### config.mk
export PLATFORM = sky130hd
export DESIGN_NAME = ep0_stage_ctrl
export DESIGN_NICKNAME = d
export VERILOG_FILES = /design/src/rtl/ep0_stage_pkg.sv /design/src/rtl/ep0_setup_classify.sv /design/src/rtl/ep0_setup_latch.sv /design/src/rtl/ep0_stage_fsm.sv /design/src/rtl/ep0_stage_ctrl.sv
export SDC_FILE = /design/constraint.sdc
export NUM_CORES = 1
export LEC_CHECK = 0
export BUFFER_PORTS_ARGS = -buffer_cell sky130_fd_sc_hd__buf_4
export CAP_MARGIN = 25
export CORE_MARGIN = 1
export CORE_UTILIZATION = 42
export DETAILED_ROUTE_END_ITERATION = 8
export PLACE_DENSITY = 0.79
export SYNTH_ARGS = -nofsm -noshare
export SYNTH_HDL_FRONTEND = slang
export SYNTH_SLANG_ARGS = --single-unit
### constraint.sdc
create_clock -name clk_i -period 1.8 [get_ports clk_i]
set_clock_uncertainty 0.2 [all_clocks]
set_input_delay 0.09 -clock clk_i [delete_from_list [all_inputs] [get_ports clk_i]]
set_output_delay 0.09 -clock clk_i [all_outputs]
set_load 0.01 [all_outputs]
### src/rtl/ep0_stage_pkg.sv
package ep0_stage_pkg;
  typedef enum logic [1:0] {
    STG_IDLE   = 2'd0,
    STG_SETUP  = 2'd1,
    STG_DATA   = 2'd2,
    STG_STATUS = 2'd3
  } stage_e;

  typedef enum logic [1:0] {
    XF_READ   = 2'd0,
    XF_WRITE  = 2'd1,
    XF_NODATA = 2'd2
  } xfer_e;

  typedef enum logic [1:0] {
    HS_NONE  = 2'd0,
    HS_ACK   = 2'd1,
    HS_NAK   = 2'd2,
    HS_STALL = 2'd3
  } hs_e;

  localparam logic [1:0] PID_SETUP = 2'd0;
  localparam logic [1:0] PID_IN    = 2'd1;
  localparam logic [1:0] PID_OUT   = 2'd2;
  localparam logic [1:0] PID_RSVD  = 2'd3;

  function automatic logic [1:0] data_pid(input xfer_e t);
    case (t)
      XF_READ:  data_pid = PID_IN;
      XF_WRITE: data_pid = PID_OUT;
      default:  data_pid = PID_RSVD;
    endcase
  endfunction

  function automatic logic [1:0] status_pid(input xfer_e t);
    status_pid = (t == XF_READ) ? PID_OUT : PID_IN;
  endfunction
endpackage

### src/rtl/ep0_setup_classify.sv
module ep0_setup_classify
  import ep0_stage_pkg::*;
#(
  parameter int NBYTES  = 8,
  parameter int DIR_BIT = 7,
  parameter int LEN_IDX = 6
) (
  input  logic [NBYTES*8-1:0] bytes_i,
  output xfer_e               type_o
);
  localparam int LEN_W = 16;

  logic [LEN_W-1:0] len;
  logic             to_host;

  assign len     = {bytes_i[(LEN_IDX+1)*8 +: 8], bytes_i[LEN_IDX*8 +: 8]};
  assign to_host = bytes_i[DIR_BIT];

  always_comb begin
    if (len == '0)    type_o = XF_NODATA;
    else if (to_host) type_o = XF_READ;
    else              type_o = XF_WRITE;
  end
endmodule

### src/rtl/ep0_setup_latch.sv
module ep0_setup_latch
  import ep0_stage_pkg::*;
#(
  parameter int NBYTES = 8
) (
  input  logic                clk_i,
  input  logic                rst_ni,
  input  logic                capture_i,
  input  logic [NBYTES*8-1:0] bytes_i,
  input  xfer_e               type_i,
  input  logic                clr_i,
  output logic [NBYTES*8-1:0] bytes_o,
  output xfer_e               type_o,
  output logic                irq_o
);
  always_ff @(posedge clk_i or negedge rst_ni) begin
    if (!rst_ni) begin
      bytes_o <= '0;
      type_o  <= XF_READ;
      irq_o   <= 1'b0;
    end else begin
      if (capture_i) begin
        bytes_o <= bytes_i;
        type_o  <= type_i;
      end
      // a new setup beats a same-cycle clear
      if (capture_i)  irq_o <= 1'b1;
      else if (clr_i) irq_o <= 1'b0;
    end
  end

  p_irq_set_r3: assert property (@(posedge clk_i) disable iff (!rst_ni)
    capture_i |=> irq_o);
  p_irq_hold_r3: assert property (@(posedge clk_i) disable iff (!rst_ni)
    (irq_o && !clr_i) |=> irq_o);
  p_bytes_stable_r3: assert property (@(posedge clk_i) disable iff (!rst_ni)
    !capture_i |=> $stable(bytes_o));
endmodule

### src/rtl/ep0_stage_fsm.sv
module ep0_stage_fsm
  import ep0_stage_pkg::*;
(
  input  logic       clk_i,
  input  logic       rst_ni,
  input  logic       tok_valid_i,
  input  logic [1:0] tok_pid_i,
  input  logic       adv_i,
  input  xfer_e      type_i,
  output stage_e     stage_o,
  output logic       hs_valid_o,
  output hs_e        hs_o
);
  stage_e     stage_d;
  hs_e        hs_d;
  logic       hsv_d;
  logic       tok;
  logic       forced;
  logic [1:0] dpid;
  logic [1:0] spid;
  logic [1:0] next_pid;

  assign tok      = tok_valid_i && (tok_pid_i != PID_RSVD);
  assign dpid     = data_pid(type_i);
  assign spid     = status_pid(type_i);
  assign next_pid = (type_i == XF_NODATA) ? spid : dpid;

  always_comb begin
    stage_d = stage_o;
    hs_d    = HS_NONE;
    hsv_d   = 1'b0;
    forced  = 1'b0;
    if (tok) begin
      hsv_d = 1'b1;
      if (tok_pid_i == PID_SETUP) begin
        stage_d = STG_SETUP;
        hs_d    = HS_ACK;
        forced  = 1'b1;
      end else begin
        unique case (stage_o)
          STG_SETUP: begin
            if (tok_pid_i == next_pid) hs_d = HS_NAK;
            else begin
              hs_d = HS_STALL; stage_d = STG_IDLE; forced = 1'b1;
            end
          end
          STG_DATA: begin
            if (tok_pid_i == dpid)      hs_d = HS_ACK;
            else if (tok_pid_i == spid) hs_d = HS_NAK;
            else begin
              hs_d = HS_STALL; stage_d = STG_IDLE; forced = 1'b1;
            end
          end
          STG_STATUS: begin
            hs_d    = (tok_pid_i == spid) ? HS_ACK : HS_STALL;
            stage_d = STG_IDLE;
            forced  = 1'b1;
          end
          default: begin
            hs_d = HS_STALL; stage_d = STG_IDLE; forced = 1'b1;
          end
        endcase
      end
    end
    // CPU release only when no token forced a change
    if (adv_i && !forced) begin
      if (stage_o == STG_SETUP)
        stage_d = (type_i == XF_NODATA) ? STG_STATUS : STG_DATA;
      else if (stage_o == STG_DATA)
        stage_d = STG_STATUS;
    end
  end

  always_ff @(posedge clk_i or negedge rst_ni) begin
    if (!rst_ni) begin
      stage_o    <= STG_IDLE;
      hs_valid_o <= 1'b0;
      hs_o       <= HS_NONE;
    end else begin
      stage_o    <= stage_d;
      hs_valid_o <= hsv_d;
      hs_o       <= hs_d;
    end
  end

  p_setup_enters_setup_r2: assert property (@(posedge clk_i) disable iff (!rst_ni)
    (tok_valid_i && tok_pid_i == PID_SETUP) |=> (stage_o == STG_SETUP && hs_o == HS_ACK));
  p_nak_keeps_stage_r4: assert property (@(posedge clk_i) disable iff (!rst_ni)
    (tok_valid_i && tok_pid_i != PID_SETUP && tok_pid_i != PID_RSVD && !adv_i
     && stage_o == STG_SETUP) |=> (hs_o != HS_ACK && stage_o != STG_DATA));
  p_status_ack_idle_r7: assert property (@(posedge clk_i) disable iff (!rst_ni)
    (tok_valid_i && tok_pid_i != PID_SETUP && tok_pid_i != PID_RSVD
     && stage_o == STG_STATUS) |=> stage_o == STG_IDLE);
  p_stall_idle_r8: assert property (@(posedge clk_i) disable iff (!rst_ni)
    (hs_valid_o && hs_o == HS_STALL) |-> stage_o == STG_IDLE);
  p_hs_follows_tok_r9: assert property (@(posedge clk_i) disable iff (!rst_ni)
    hs_valid_o == $past(tok_valid_i && tok_pid_i != PID_RSVD));
  p_hs_code_r9: assert property (@(posedge clk_i) disable iff (!rst_ni)
    hs_valid_o |-> hs_o != HS_NONE);
endmodule

### src/rtl/ep0_stage_ctrl.sv
module ep0_stage_ctrl
  import ep0_stage_pkg::*;
#(
  parameter int NBYTES  = 8,
  parameter int DIR_BIT = 7,
  parameter int LEN_IDX = 6,
  parameter int CTRL_W  = 2,
  parameter int ADV_BIT = 0,
  parameter int CLR_BIT = 1
) (
  input  logic                clk_i,
  input  logic                rst_ni,
  input  logic                tok_valid_i,
  input  logic [1:0]          tok_pid_i,
  input  logic [NBYTES*8-1:0] setup_data_i,
  input  logic                cpu_wr_i,
  input  logic [CTRL_W-1:0]   cpu_wdata_i,
  output logic [1:0]          stage_o,
  output logic [1:0]          xfer_type_o,
  output logic                hs_valid_o,
  output logic [1:0]          hs_code_o,
  output logic                setup_irq_o,
  output logic [NBYTES*8-1:0] setup_data_o
);
  xfer_e  new_type;
  xfer_e  cur_type;
  stage_e stage;
  hs_e    hs;
  logic   capture;
  logic   adv;
  logic   clr;

  assign capture = tok_valid_i && (tok_pid_i == PID_SETUP);
  assign adv     = cpu_wr_i && cpu_wdata_i[ADV_BIT];
  assign clr     = cpu_wr_i && cpu_wdata_i[CLR_BIT];

  ep0_setup_classify #(.NBYTES(NBYTES), .DIR_BIT(DIR_BIT), .LEN_IDX(LEN_IDX)) u_cls (
    .bytes_i(setup_data_i),
    .type_o (new_type)
  );

  ep0_setup_latch #(.NBYTES(NBYTES)) u_latch (
    .clk_i    (clk_i),
    .rst_ni   (rst_ni),
    .capture_i(capture),
    .bytes_i  (setup_data_i),
    .type_i   (new_type),
    .clr_i    (clr),
    .bytes_o  (setup_data_o),
    .type_o   (cur_type),
    .irq_o    (setup_irq_o)
  );

  ep0_stage_fsm u_fsm (
    .clk_i      (clk_i),
    .rst_ni     (rst_ni),
    .tok_valid_i(tok_valid_i),
    .tok_pid_i  (tok_pid_i),
    .adv_i      (adv),
    .type_i     (cur_type),
    .stage_o    (stage),
    .hs_valid_o (hs_valid_o),
    .hs_o       (hs)
  );

  assign stage_o     = stage;
  assign hs_code_o   = hs;
  assign xfer_type_o = cur_type;

  p_type_legal_r1: assert property (@(posedge clk_i) disable iff (!rst_ni)
    xfer_type_o != 2'd3);
  p_nodata_skips_data_r5: assert property (@(posedge clk_i) disable iff (!rst_ni)
    (xfer_type_o == XF_NODATA && !capture) |=> stage_o != STG_DATA);
endmodule

Yosys cells after proc, flatten, opt, wreduce, memory -nomap -nowiden:

Index checks and enable logic that the tools add are counted.

* memory bits (writable): 0
* memories: 0
* memory bits (read-only): 0
* logic and storage cells: 56
* latch bits: 0
* flip-flop bits (word level): 72
* bits of input ports: 72

* div/mod/pow operators: 0
* shift operators: 0
* bitwise logic cells: 0
* equal/unequal tests: 9
* multiply operators: 0
* order comparisons: 0
* reductions and logical operators: 10
* muxes and demuxes: 31
* add/sub/neg operators: 0

Operators with widths (count)
* $mux 2: 15
* $logic_not 16->1: 1
* $mux 1: 12
* $pmux 2 s2: 2
* $eq 2x2->1: 3
* $eq 2x2->1 const B: 3
* $pmux 2 s3: 1
* $logic_and 1x1->1: 5
* $eq 2x1->1 const B: 2
* $logic_not 2->1: 2
* $ne 2x2->1 const B: 1
* $pmux 1 s2: 1
* $reduce_bool 2->1: 1
* $logic_not 1->1: 1

Depth between registers and ports, before layout:

* depth after elaboration: 11
* depth in mapped cells: 8
* gate-level depth less buffers: 7

Modules after synthesis:

A second synthesis with hierarchy kept.

* cell total of the unflattened synthesis: 209
* area, all modules: 3149.3 um^2

Modules (own cells, without submodules)
* ep0_setup_latch: area an instance 2596.2 um^2, cells an instance 142, times used 1, sequential area each 1676.6 um^2
* ep0_stage_fsm: area an instance 485.5 um^2, cells an instance 58, times used 1, sequential area each 125.1 um^2
* ep0_setup_classify: area an instance 42.5 um^2, cells an instance 6, times used 1, sequential area each 0.0 um^2
* ep0_stage_ctrl: area an instance 25.0 um^2, cells an instance 3, times used 1, sequential area each 0.0 um^2

Least setup slack after synthesis:

Ideal clock, no wire load.

* kind: reg-to-reg
* start: register u_fsm.stage_o[0]
* end: register u_fsm.stage_o[0]
* cell stages (with the launch flop): 8
* setup time: 82 ps
* setup slack: 53 ps
* path buffers: 0
* arrival: 1465 ps
* cell sequence: dfrtp_1 -> inv_1 -> ha_1 -> nand2b_1 -> o211a_1 -> o21a_1 -> o2111a_1 -> a31oi_1

* word-level cells in the longest chain between the ends: 8
* elaborated cells between the ends (all ways): 16
* those cells by class: eq/ne (2); mux (12); reduce/logical (2)

RTL lines
* start: declaration: line ep0_stage_fsm.sv:10 `output stage_e stage_o,`
* start signal: assignment: line ep0_stage_fsm.sv:80 `stage_o <= stage_d;`
* $mux 2: line ep0_stage_fsm.sv:49 `else if (tok_pid_i == spid) hs_d = HS_NAK;`
* $mux 2: line ep0_stage_fsm.sv:48 `if (tok_pid_i == dpid) hs_d = HS_ACK;`
* $pmux 2 s2: line ep0_stage_fsm.sv:40 `unique case (stage_o)`
* $mux 2: line ep0_stage_fsm.sv:35 `if (tok_pid_i == PID_SETUP) begin`
* $mux 2: line ep0_stage_fsm.sv:33 `if (tok) begin`
* $mux 2: line ep0_stage_fsm.sv:69 `else if (stage_o == STG_DATA)`
* $mux 2: line ep0_stage_fsm.sv:67 `if (stage_o == STG_SETUP)`
* $mux 2 *: line ep0_stage_fsm.sv:66 `if (adv_i && !forced) begin`
* net u_fsm.stage_d[0]: line ep0_stage_fsm.sv:14 `stage_e stage_d;`

The timed path passes the listed nets; every way through them passes the cells marked *.
A chain may end at the register's enable or synchronous reset.

Final worst setup path:

Ends and elaborated chain as after synthesis.

==> results.py <==
metrics = {
    "clock_tree": {
        "cts_inserted_buffers": 9,
        "clock_tree_from_tritoncts": "done",
        "cts_root_buf": "sky130_fd_sc_hd__clkbuf_8",
        "clock_sink_count": 72,
        "cts_buffer_depth": 2,
        "cts_h_tree_lvls": 3,
        "worstSkewPairLatency_ns": 0.34,
        "clk_pin_slew_ns": 0.08,
    },
    "drt": {
        "wl_met1_mm": 3.69,
        "met3_length_um": 601,
        "wl_per_cell_um": 14.2,
        "drcViolationCount": 0,
        "drt_iter0_drc": 182,
        "detailedRoute.firstPassIterationCount": 4,
        "post_drt_via_cell_ratio": 4.77,
        "drtAntennaViolNets": 0,
        "detail_route.wirelength_mm": 9.58,
        "met2_wirelength_mm": 4.91,
        "dr_total_vias": 3216,
        "routed.top_layer": "met4",
    },
    "pwr": {
        "power-per-cell-area_nw_per_um2": 918,
        "static-leakage-power_nw": 2.81,
        "p_sw_share_pct": 30.0,
        "share_seq_of_total_power_pct": 42.6,
        "ir_drop_uv": 566,
        "clockPowerShare_pct": 26.6,
        "comb_power_share_pct": 30.8,
        "power.net_switching_mw": 1.45,
        "internal_portion_of_total_power_mw": 3.37,
    },
    "synth": {
        "synth-warning-count": 0,
        "yosysUniqueCellTypes": 34,
        "async_reset_ff_share_pct": 100,
        "postSynthRegisterBits": 72,
        "synth_enable_flop_cells": 0,
        "mappedNetlistNets": 424,
        "syn_area_um2": 3020,
        "synth_ff_type": "sky130_fd_sc_hd__dfrtp_1",
        "seq_area_frac_synth_pct": 59.7,
        "post_synth.cell_area_avg_um2": 8.67,
        "netlist_instances": 348,
    },
    "timing": {
        "setup_slack_ns": 0.0578,
        "final_number_of_setup_violating_endpoints": 0,
        "achievable-frequency_mhz": 574,
        "slew_headroom_pct": 68.1,
        "timing_hold_violations_final": 0,
        "rsz0062_at_grt": "yes",
        "fin_crit_ns": 1.74,
        "final.period_utilization_pct": 96.8,
        "slew_viol_final": 0,
        "worst-slew-pin-transition_ns": 0.479,
    },
    "worst_setup_path": {
        "timing.critical_path.from_type": "register",
        "cp.required_ns": 1.86,
        "critPathMaxFanout": 7,
        "setup.worst_path.end_class": "register",
        "worstPathArrival_ns": 1.80,
        "setup.worst_path.class": "register to register",
    },
    "global_routing": {
        "grt_pass1_vias": 3438,
        "grt_first_pass_wirelength_mm": 15.9,
        "track_usage_pct": 27.6,
        "antenna_found_initial": 0,
        "globalRouteOverflowTotal": 0,
        "grt_start_max_net_pins": 58,
    },
    "final_layout": {
        "antennaDiodeCount": 0,
        "multiInputGateArea_um2": 1130,
        "most_frequent_standard_cell_in_the_layout_excluding_fill_and_tap_cells": "sky130_fd_sc_hd__nand2_1",
        "layout.nets": 649,
        "drive_gt1_share_pct": 30.3,
        "final_std_cell_area_no_fill_um2": 5250,
        "layout.cells.most_common_list": "sky130_fd_sc_hd__nand2_1, sky130_fd_sc_hd__buf_4, sky130_fd_sc_hd__dlygate4sd3_1, sky130_fd_sc_hd__dfrtp_1, sky130_fd_sc_hd__clkbuf_8",
        "area.growth.synth_to_final_pct": 73.8,
        "n_fill_cell": 475,
        "area_taken_by_flip_flops_and_latches_um2": 1800,
        "finalCoreUtilization_pct": 76.4,
    },
    "placement": {
        "io_buffers": 143,
        "final_wtd_congestion": 0.871,
        "postPlaceCellArea_um2": 4240,
        "dp_hpwl_mm": 5.80,
        "preCtsSetupSlack_ns": -0.0710,
    },
    "floorplanning": {
        "die_y_um": 86.8,
        "fp-row-count": 30,
        "placeableCoreArea_um2": 6870,
        "die_w_um": 86.8,
        "starting_density_of_the_core_pct": 43.9,
        "floorplan.die_area_um2": 7530,
        "io-pin-count": 144,
    },
    "run": {
        "maxCapViolations": 0,
    },
    "worst_hold_path": {
        "min_path_type": "primary input to async pin",
    },
    "outcome": {
        "run_status": "finished clean",
    },
}
[critical path, cell delays in order, from the launching register on]
cell and delay, ns:
sky130_fd_sc_hd__dfrtp_1 0.43, sky130_fd_sc_hd__inv_2 0.10, sky130_fd_sc_hd__ha_4 0.18, sky130_fd_sc_hd__nand2b_1 0.06, sky130_fd_sc_hd__o211a_1 0.20, sky130_fd_sc_hd__o21a_1 0.12, sky130_fd_sc_hd__o2111a_1 0.23, sky130_fd_sc_hd__a31oi_1 0.14
[cells by family (layout without fill, tap and decap cells)]
logic type	Yosys count	in the layout	synth area share, %
flops	72	72	59.7
fa+ha+maj	4	4	1.66
compound gates	24	24	5.14
simple gates	227	227	30.1
buf+inv	21	251	3.40
[per-layer routing]
layer  track usage, %  up-vias
li1                 -     1533
met1             31.1     1509
met3             7.14       32
met5                0        -
met2             48.3      142
met4             14.4        0
[power groups by stage]
stage / clock network, mW / logic, mW / registers, mW
floorplan: 0 / 0.420 / 2.18
global route: 1.37 / 1.64 / 2.08
detailed placement: 0 / 1.28 / 2.07
global placement: 0 / 1.23 / 2.06
CTS: 1.31 / 1.47 / 2.04
finish: 1.28 / 1.48 / 2.05
[metrics by stage]
| step | total power, mW | hold slack [ns] | instances | TNS (ns) |
|---|---|---|---|---|
| floorplan | 2.60 | -0.406 | 348 | 0 |
| global placement | 3.29 | -0.117 | 578 | 0 |
| detailed placement | 3.35 | -0.113 | 578 | -0.0710 |
| CTS | 4.82 | 0.0256 | 674 | 0 |
| global route | 5.09 | 0.0842 | 674 | -0.0386 |
| finish | 4.82 | 0.0394 | 674 | 0 |
[registers in the layout, indices dropped and copies added, names as in the netlist]
register,cells
u_fsm.hs_o,2
u_fsm.hs_valid_o,1
u_fsm.stage_o,2
u_latch.bytes_o,64
u_latch.irq_o,1
u_latch.type_o,2
[layout make-up]
| cell class | instances | area share (%) |
|---|---|---|
| sequential | 72 | 34.4 |
| multi-input combinational | 255 | 21.6 |
| tap | 96 | 2.29 |
| clock buffer | 11 | 2.70 |
| clock inverter | 5 | 1.07 |
| inverter | 4 | 0.286 |
| timing repair buffer | 231 | 37.7 |
[cell usage after synthesis (2+ instances only)]
cell	number	area, µm²
sky130_fd_sc_hd__a211oi_1	3	22.5
sky130_fd_sc_hd__a21oi_1	5	25.0
sky130_fd_sc_hd__and2_1	2	12.5
sky130_fd_sc_hd__buf_1	3	11.3
sky130_fd_sc_hd__buf_2	9	45.0
sky130_fd_sc_hd__clkbuf_1	2	7.51
sky130_fd_sc_hd__dfrtp_1	72	1800
sky130_fd_sc_hd__ha_1	4	50.1
sky130_fd_sc_hd__inv_1	4	15.0
sky130_fd_sc_hd__nand2_1	201	754
sky130_fd_sc_hd__nand2b_1	4	25.0
sky130_fd_sc_hd__nor2_1	7	26.3
sky130_fd_sc_hd__nor2b_1	3	18.8
sky130_fd_sc_hd__nor4_1	4	25.0
sky130_fd_sc_hd__o21ai_0	5	25.0
sky130_fd_sc_hd__o21ai_1	2	10.0
[what timing repair did]
item,CTS,global route
hold endpoints to repair,144,0
setup endpoints to repair,2,8
hold buffers,78,0
setup buffers,2,0
resized for setup,2,3
[final timing paths]
path / startpoint / endpoint / slack (ns) / depth (start not counted)
worst max-delay path: u_fsm.stage_o[0] / u_fsm.stage_o[0] / 0.06 / 7
worst min-delay path: rst_ni / u_fsm.hs_o[1] / 0.04 / 2
worst max register to register: u_fsm.stage_o[0] / u_fsm.stage_o[0] / 0.06 / 7
worst min register to register: u_latch.bytes_o[56] / u_latch.bytes_o[56] / 0.28 / 2
max in group asynchronous: rst_ni / u_latch.bytes_o[57] / 0.78 / 3
min in group clk_i: tok_pid_i[1] / u_fsm.stage_o[0] / 0.05 / 4
(Power assumes the default switching activity.)
